$ cat src/rtl/shader_seq_pkg.sv
package shader_seq_pkg;
  localparam int PC_W  = 8;
  localparam int CNT_W = 8;

  typedef enum logic [2:0] {
    OP_ALU  = 3'd0,
    OP_NOP  = 3'd1,
    OP_BRA  = 3'd2,
    OP_CALL = 3'd3,
    OP_RET  = 3'd4,
    OP_LOOP = 3'd5,
    OP_ENDL = 3'd6,
    OP_END  = 3'd7
  } flow_op_e;

  typedef enum logic [1:0] {
    CS_ALWAYS = 2'd0,
    CS_BOOL   = 2'd1,
    CS_COND   = 2'd2,
    CS_INT    = 2'd3
  } cond_sel_e;

  typedef struct packed {
    logic [CNT_W-1:0] cnt;
    logic [PC_W-1:0]  addr;
  } stk_ent_t;
endpackage

$ cat src/rtl/shader_seq_cregs.sv
module shader_seq_cregs #(
  parameter int NUM   = 16,
  parameter int INT_W = 16,
  localparam int IDX_W = $clog2(NUM)
) (
  input  logic                      clk_i,
  input  logic                      rst_ni,
  input  logic                      lock_i,
  input  logic                      we_i,
  input  logic                      int_sel_i,
  input  logic [IDX_W-1:0]          idx_i,
  input  logic [INT_W-1:0]          data_i,
  output logic [NUM-1:0]            bool_o,
  output logic [NUM-1:0][INT_W-1:0] int_o
);
  for (genvar g = 0; g < NUM; g++) begin : g_reg
    logic hit;
    assign hit = we_i && !lock_i && (idx_i == IDX_W'(g));

    always_ff @(posedge clk_i or negedge rst_ni) begin
      if (!rst_ni) begin
        bool_o[g] <= 1'b0;
        int_o[g]  <= '0;
      end else if (hit) begin
        if (int_sel_i) int_o[g]  <= data_i;
        else           bool_o[g] <= data_i[0];
      end
    end
  end
endmodule

$ cat src/rtl/shader_seq_stack.sv
module shader_seq_stack
  import shader_seq_pkg::*;
#(
  parameter int DEPTH = 4,
  localparam int LVL_W = $clog2(DEPTH + 1),
  localparam int PTR_W = (DEPTH > 1) ? $clog2(DEPTH) : 1
) (
  input  logic             clk_i,
  input  logic             rst_ni,
  input  logic             clr_i,
  input  logic             push_i,
  input  logic             pop_i,
  input  logic             upd_i,
  input  stk_ent_t         push_ent_i,
  input  logic [CNT_W-1:0] upd_cnt_i,
  output stk_ent_t         top_o,
  output logic             empty_o,
  output logic             full_o,
  output logic [LVL_W-1:0] level_o
);
  stk_ent_t         mem_q [DEPTH];
  logic [LVL_W-1:0] lvl_q;
  logic [PTR_W-1:0] top_ptr, wr_ptr;

  assign empty_o = (lvl_q == '0);
  assign full_o  = (lvl_q == LVL_W'(DEPTH));
  assign level_o = lvl_q;
  assign top_ptr = empty_o ? '0 : PTR_W'(lvl_q - 1'b1);
  assign wr_ptr  = full_o ? '0 : PTR_W'(lvl_q);
  assign top_o   = mem_q[top_ptr];

  always_ff @(posedge clk_i or negedge rst_ni) begin
    if (!rst_ni) begin
      lvl_q <= '0;
    end else if (clr_i) begin
      lvl_q <= '0;
    end else if (push_i && !full_o) begin
      lvl_q <= lvl_q + 1'b1;
    end else if (pop_i && !empty_o) begin
      lvl_q <= lvl_q - 1'b1;
    end
  end

  for (genvar g = 0; g < DEPTH; g++) begin : g_ent
    always_ff @(posedge clk_i or negedge rst_ni) begin
      if (!rst_ni) begin
        mem_q[g] <= '0;
      end else if (push_i && !full_o && wr_ptr == PTR_W'(g)) begin
        mem_q[g] <= push_ent_i;
      end else if (upd_i && !empty_o && top_ptr == PTR_W'(g)) begin
        mem_q[g].cnt <= upd_cnt_i;
      end
    end
  end
endmodule

$ cat src/rtl/shader_seq_next.sv
module shader_seq_next
  import shader_seq_pkg::*;
#(
  parameter int INSTR_W = 18,
  parameter int NUM     = 16,
  parameter int INT_W   = 16
) (
  input  logic [INSTR_W-1:0]        instr_i,
  input  logic [PC_W-1:0]           pc_i,
  input  logic                      cond_i,
  input  logic [NUM-1:0]            bool_i,
  input  logic [NUM-1:0][INT_W-1:0] int_i,
  input  stk_ent_t                  top_i,
  input  logic                      empty_i,
  input  logic                      full_i,
  output logic [PC_W-1:0]           nxt_pc_o,
  output logic                      push_o,
  output logic                      pop_o,
  output logic                      upd_o,
  output stk_ent_t                  push_ent_o,
  output logic [CNT_W-1:0]          upd_cnt_o,
  output logic                      fin_o,
  output logic                      fault_o
);
  flow_op_e         op;
  cond_sel_e        csel;
  logic [3:0]       idx;
  logic [PC_W-1:0]  tgt, pc_inc;
  logic             inv, cond_raw, take;
  logic [CNT_W-1:0] reg_cnt;

  assign op      = flow_op_e'(instr_i[17:15]);
  assign inv     = instr_i[14];
  assign csel    = cond_sel_e'(instr_i[13:12]);
  assign idx     = instr_i[11:8];
  assign tgt     = instr_i[7:0];
  assign pc_inc  = pc_i + 1'b1;
  assign reg_cnt = int_i[idx][CNT_W-1:0];

  always_comb begin
    unique case (csel)
      CS_ALWAYS: cond_raw = 1'b1;
      CS_BOOL:   cond_raw = bool_i[idx];
      CS_COND:   cond_raw = cond_i;
      default:   cond_raw = (reg_cnt != '0);
    endcase
  end
  assign take = cond_raw ^ inv;

  always_comb begin
    nxt_pc_o   = pc_inc;
    push_o     = 1'b0;
    pop_o      = 1'b0;
    upd_o      = 1'b0;
    push_ent_o = '0;
    upd_cnt_o  = '0;
    fin_o      = 1'b0;
    fault_o    = 1'b0;
    unique case (op)
      OP_BRA: if (take) nxt_pc_o = tgt;
      OP_CALL: begin
        if (full_i) fault_o = 1'b1;
        else begin
          push_o     = 1'b1;
          push_ent_o = '{cnt: '0, addr: pc_inc};
          nxt_pc_o   = tgt;
        end
      end
      OP_RET: begin
        if (empty_i) fault_o = 1'b1;
        else begin
          pop_o    = 1'b1;
          nxt_pc_o = top_i.addr;
        end
      end
      OP_LOOP: begin
        if (reg_cnt == '0) nxt_pc_o = tgt;
        else if (full_i) fault_o = 1'b1;
        else begin
          push_o     = 1'b1;
          push_ent_o = '{cnt: reg_cnt, addr: pc_inc};
        end
      end
      OP_ENDL: begin
        if (empty_i) fault_o = 1'b1;
        else if (top_i.cnt > CNT_W'(1)) begin
          upd_o     = 1'b1;
          upd_cnt_o = top_i.cnt - 1'b1;
          nxt_pc_o  = top_i.addr;
        end else begin
          pop_o = 1'b1;
        end
      end
      OP_END: fin_o = 1'b1;
      default: ;
    endcase
  end
endmodule

$ cat src/rtl/shader_seq.sv
module shader_seq
  import shader_seq_pkg::*;
#(
  parameter int INSTR_W   = 18,
  parameter int INT_W     = 16,
  parameter int NUM_CREG  = 16,
  parameter int STK_DEPTH = 4,
  parameter int MAX_EXEC  = 65536,
  localparam int IDX_W  = $clog2(NUM_CREG),
  localparam int EXEC_W = $clog2(MAX_EXEC + 1),
  localparam int LVL_W  = $clog2(STK_DEPTH + 1)
) (
  input  logic               clk_i,
  input  logic               rst_ni,
  input  logic               start_i,
  output logic               busy_o,
  output logic               done_o,
  output logic               limit_o,
  output logic               err_o,
  output logic [PC_W-1:0]    pc_o,
  output logic               issue_valid_o,
  input  logic               ready_i,
  input  logic [INSTR_W-1:0] instr_i,
  input  logic               cond_i,
  input  logic               cfg_we_i,
  input  logic               cfg_int_i,
  input  logic [IDX_W-1:0]   cfg_idx_i,
  input  logic [INT_W-1:0]   cfg_data_i
);
  logic                           busy_q, done_q, lim_q, err_q;
  logic [PC_W-1:0]                pc_q;
  logic [EXEC_W-1:0]              exec_cnt_q;
  logic [NUM_CREG-1:0]            bool_r;
  logic [NUM_CREG-1:0][INT_W-1:0] int_r;
  stk_ent_t                       top, push_ent;
  logic                           empty, full, push, pop, upd, fin, fault;
  logic [CNT_W-1:0]               upd_cnt;
  logic [PC_W-1:0]                nxt_pc;
  logic [LVL_W-1:0]               stk_level;
  logic                           fire, launch;

  assign fire          = busy_q && ready_i;
  assign launch        = !busy_q && start_i;
  assign busy_o        = busy_q;
  assign done_o        = done_q;
  assign limit_o       = lim_q;
  assign err_o         = err_q;
  assign pc_o          = pc_q;
  assign issue_valid_o = busy_q;

  shader_seq_cregs #(.NUM(NUM_CREG), .INT_W(INT_W)) u_cregs (
    .clk_i, .rst_ni,
    .lock_i    (busy_q),
    .we_i      (cfg_we_i),
    .int_sel_i (cfg_int_i),
    .idx_i     (cfg_idx_i),
    .data_i    (cfg_data_i),
    .bool_o    (bool_r),
    .int_o     (int_r)
  );

  shader_seq_next #(.INSTR_W(INSTR_W), .NUM(NUM_CREG), .INT_W(INT_W)) u_next (
    .instr_i, .pc_i(pc_q), .cond_i,
    .bool_i     (bool_r),
    .int_i      (int_r),
    .top_i      (top),
    .empty_i    (empty),
    .full_i     (full),
    .nxt_pc_o   (nxt_pc),
    .push_o     (push),
    .pop_o      (pop),
    .upd_o      (upd),
    .push_ent_o (push_ent),
    .upd_cnt_o  (upd_cnt),
    .fin_o      (fin),
    .fault_o    (fault)
  );

  shader_seq_stack #(.DEPTH(STK_DEPTH)) u_stack (
    .clk_i, .rst_ni,
    .clr_i      (launch),
    .push_i     (fire && push),
    .pop_i      (fire && pop),
    .upd_i      (fire && upd),
    .push_ent_i (push_ent),
    .upd_cnt_i  (upd_cnt),
    .top_o      (top),
    .empty_o    (empty),
    .full_o     (full),
    .level_o    (stk_level)
  );

  always_ff @(posedge clk_i or negedge rst_ni) begin
    if (!rst_ni) begin
      busy_q     <= 1'b0;
      done_q     <= 1'b0;
      lim_q      <= 1'b0;
      err_q      <= 1'b0;
      pc_q       <= '0;
      exec_cnt_q <= '0;
    end else begin
      done_q <= 1'b0;
      if (launch) begin
        busy_q     <= 1'b1;
        pc_q       <= '0;
        exec_cnt_q <= '0;
        lim_q      <= 1'b0;
        err_q      <= 1'b0;
      end else if (fire) begin
        exec_cnt_q <= exec_cnt_q + 1'b1;
        if (fault) begin
          err_q  <= 1'b1;
          busy_q <= 1'b0;
          done_q <= 1'b1;
        end else if (fin) begin
          busy_q <= 1'b0;
          done_q <= 1'b1;
        end else if (exec_cnt_q == EXEC_W'(MAX_EXEC - 1)) begin
          lim_q  <= 1'b1;
          busy_q <= 1'b0;
          done_q <= 1'b1;
        end else begin
          pc_q <= nxt_pc;
        end
      end
    end
  end
endmodule

$ cat config.mk
export PLATFORM = sky130hd
export DESIGN_NAME = shader_seq
export DESIGN_NICKNAME = d
export VERILOG_FILES = /design/src/rtl/shader_seq_pkg.sv /design/src/rtl/shader_seq_cregs.sv /design/src/rtl/shader_seq_stack.sv /design/src/rtl/shader_seq_next.sv /design/src/rtl/shader_seq.sv
export SDC_FILE = /design/constraint.sdc
export NUM_CORES = 1
export LEC_CHECK = 0
export BUFFER_PORTS_ARGS = -buffer_cell sky130_fd_sc_hd__buf_2
export CAP_MARGIN = 20
export CORE_UTILIZATION = 45
export DETAILED_ROUTE_END_ITERATION = 10
export SLEW_MARGIN = 20
export SYNTH_ARGS = -nofsm -noshare
export SYNTH_HDL_FRONTEND = slang
export SYNTH_SLANG_ARGS = --single-unit
$ cat constraint.sdc
create_clock -name clk_i -period 8.4 [get_ports clk_i]
set_input_delay 0.84 -clock clk_i [delete_from_list [all_inputs] [get_ports clk_i]]
set_output_delay 0.84 -clock clk_i [all_outputs]
set_load 0.02 [all_outputs]
==> summary.txt <==
Placement
  • GPL Wtd Cong: 0.844
  • IO Port Bufs: 49
  • Post-DP HPWL: 19,300 um
  • Placed cells: 1,387

STA
  • Rel. slew slack: 31.2%
  • TNS Setup: 0 ps
  • Final worst path period need: 5230 ps
  • Final setup vio count: 0
  • Maximum clock rate: 191 MHz
  • Worst slew pin tran: 1030 ps
  • Clock Skew: 9.82 ps
  • RSZ-0062 raised after global routing: no
  • Final Hold Viols: 0
  • Tcrit/Tclk final: 62.2%
  • Final max-slew violation count: 0

Clock tree
  • CTS Hold Bufs: 0
  • H-tree Lvls: 1
  • CTS tree: done
  • TritonCTS Sinks: 240
  • Clk root buf: clkbuf_16
  • CTS resizes: 0
  • Clock buffer count from CTS: 27
  • Clock-pin slew on the worst setup and hold paths: 60 ps
  • CTS max path bufs: 3
  • Post-CTS setup buffer count: 0
  • Clock Latency Late Sink: 540 ps

Final layout
  • Final cell count without fillers: 1,431
  • # diodes: 0
  • Fillers: 2,365
  • Layout overhead on the synthesized area: 9.56%
  • Share of cells above drive strength 1: 26.7%
  • Nets: 1,134

Routing
  • WL/cell: 20.1 um
  • Iteration-0 DRC Markers: 614
  • Vias per Instance: 5.82
  • ANT nets after route: 0
  • Drt drc: 0
  • TritonRoute pass-1 iters: 5
  • Routed wire length: 28,700 um
  • Vias: 8,334

GRT
  • GR Overflow Total: 0
  • Global Route Usage Sum: 21.2%
  • Largest net degree at the start of global routing: 99
  • First-pass GRT wire length: 47,200 um
  • Antenna violations before repair: 0
  • Vias in the first global route: 8,552

Logic synthesis
  • Dominant synthesized flop cell: dfrtp_1
  • Post-Syn Area: 12,200 um^2
  • Sequential area share after synthesis: 49.1%
  • Yosys warnings: 0
  • Unique cell type count in the Yosys netlist: 66
  • Synth area leaders: dfrtp_1, mux2_2, mux4_2
  • Async S/R FF share, synth: 100%
  • Syn Nets: 1,117
  • Flops & latches, synth: 240
  • Post-synth top area cell: dfrtp_1
  • Synth top area share: 49.1%
  • EDFF count, synth: 0
  • Syn Area/Cell: 11.5 um^2
  • Post-Synthesis Cells: 1,064

Power and ir drop
  • Lkg Pwr: 0.00620 uW
  • PD cells: 290 nW/um^2
  • Max VDD drop: 178 uV

Worst setup path
  • Critical Path AT: 5620 ps
  • CP Capture Type: flip-flop
  • Crit path from: u_stack.level_o[0]
  • R2R depth: 16
  • Req. time, crit path: 8790 ps
  • Startpoint Class: flip-flop
  • Crit path kind: reg -> reg
  • Critical R2R Launch: u_stack.level_o[0]
  • Worst-path fanout max: 18

Die
  • # IOs: 58
  • Die extent in x: 167 um
  • Die height: 167 um
  • Core box area: 26,400 um^2
  • # rows: 59
  • Die area: 27,900 um^2
  • Initial Util: 46.4%

Worst hold path
  • Hold crit path type: in -> async

Outcome
  • Status: completed

Run
  • Max Cap Viol: 0
-- synthesized netlist by cell type (all sizes together) (10+ instances only) --
library cell	n
o22ai	22
mux2i	44
o21ai	56
a21oi	29
nor2b	10
buf	32
a22oi	11
nand3	53
dfrtp	240
clkbuf	33
inv	17
and3	10
o211ai	10
nand2	98
o221ai	12
mux4	29
mux2	154
nand2b	11
nor2	67
-- cell families (layout without fill, tap and decap cells) --
group                      after synthesis  count (layout)  share of synthesized area (%)
buffers and inverters                   82             114                           3.54
and+or+nand+nor                        305             305                           12.0
DFF                                    240             240                           49.1
xor gates and xnor gates                16              16                           1.15
AOI/OAI and AO/OA                      186             186                           10.2
adders and majority gates                8               8                          0.818
muxes                                  227             227                           23.2
-- final cells by class --
cell class              instances  area (um^2)  area share [%]
repair buffers                 53          285            2.13
multi-input cells             742         5800            43.2
flip-flops and latches        240         6010            44.8
clock buffers                  40          774            5.78
clock inverters                 4         60.1           0.448
inverters                      17         63.8           0.476
well taps                     335          419            3.13
-- per-layer routing --
metal  wire [um]  track usage (%)  part of all wire, %
met5           0                0                    0
met4         720             5.80                  2.5
met3         966             2.66                  3.4
met2       14100             36.1                   49
met1       12900             28.4                   45
-- power breakdown --
group	switching [uW]	internal, uW
Combinational	705	497
Sequential	174	1390
Clock	459	663
Total	1340	2550
-- cells in the final DEF, fill, tap and decap left out, drive strengths merged, types with 5 or more instances in the layout --
cell type,n
nand3,53
dfrtp,240
o211ai,10
nand2,98
mux2i,44
xor2,7
and2,7
or2,9
nor2,67
o31ai,9
nor2b,10
inv,18
buf,53
nand4,7
clkbuf,40
o21ai,56
ha,8
a222oi,6
nor3,9
mux2,154
and3,10
xnor2,9
o221ai,12
mux4,29
nand2b,11
nand3b,5
a221oi,8
o22ai,22
a22oi,11
a21oi,29
or3,6
-- critical path: stages (launching register included) --
cell	delay [ps]
dfrtp_1	850
inv_2	230
ha_1	430
nor3b_1	520
nor2_1	310
o22ai_1	230
nor2_1	100
inv_1	80
ha_1	190
o22ai_1	110
nor4_2	580
nor2_1	120
nand3_1	230
or3_1	530
mux2_2	400
nand2_1	60
o21ai_0	90
-- flip-flops by register name (all words and copies together), names as in the netlist --
signal,flops
u_cregs.int_o,128
u_stack.mem_q,64
exec_cnt_q,17
u_cregs.bool_o,16
pc_o,8
u_stack.level_o,3
busy_o,1
done_o,1
err_o,1
limit_o,1
-- path summary, 6_finish.rpt --
kind,end,slack (ps)
max,u_stack.mem_q[10],3170
max reg2reg,u_stack.mem_q[10],3170
min reg2reg,u_stack.mem_q[0],480
max in group asynchronous,u_stack.level_o[0],6620
min in group clk_i,u_stack.mem_q[0],480
min,u_stack.mem_q[60],350
-- per-stage QoR --
stage               hold slack [ps]  worst slack [ps]  cell area, um^2  utilization [%]  power (uW)
global route                    391              2820            13400             50.9        4130
floorplan                       447              4400            12200                -        2460
global placement                459              2750            12600             47.7        2760
detailed placement              467              2680            12600             47.7        2780
finish                          348              3170            13400             50.9        3890
CTS                             376              3130            13400             50.9        3930
Note: power is estimated with default switching activity, not from simulation.
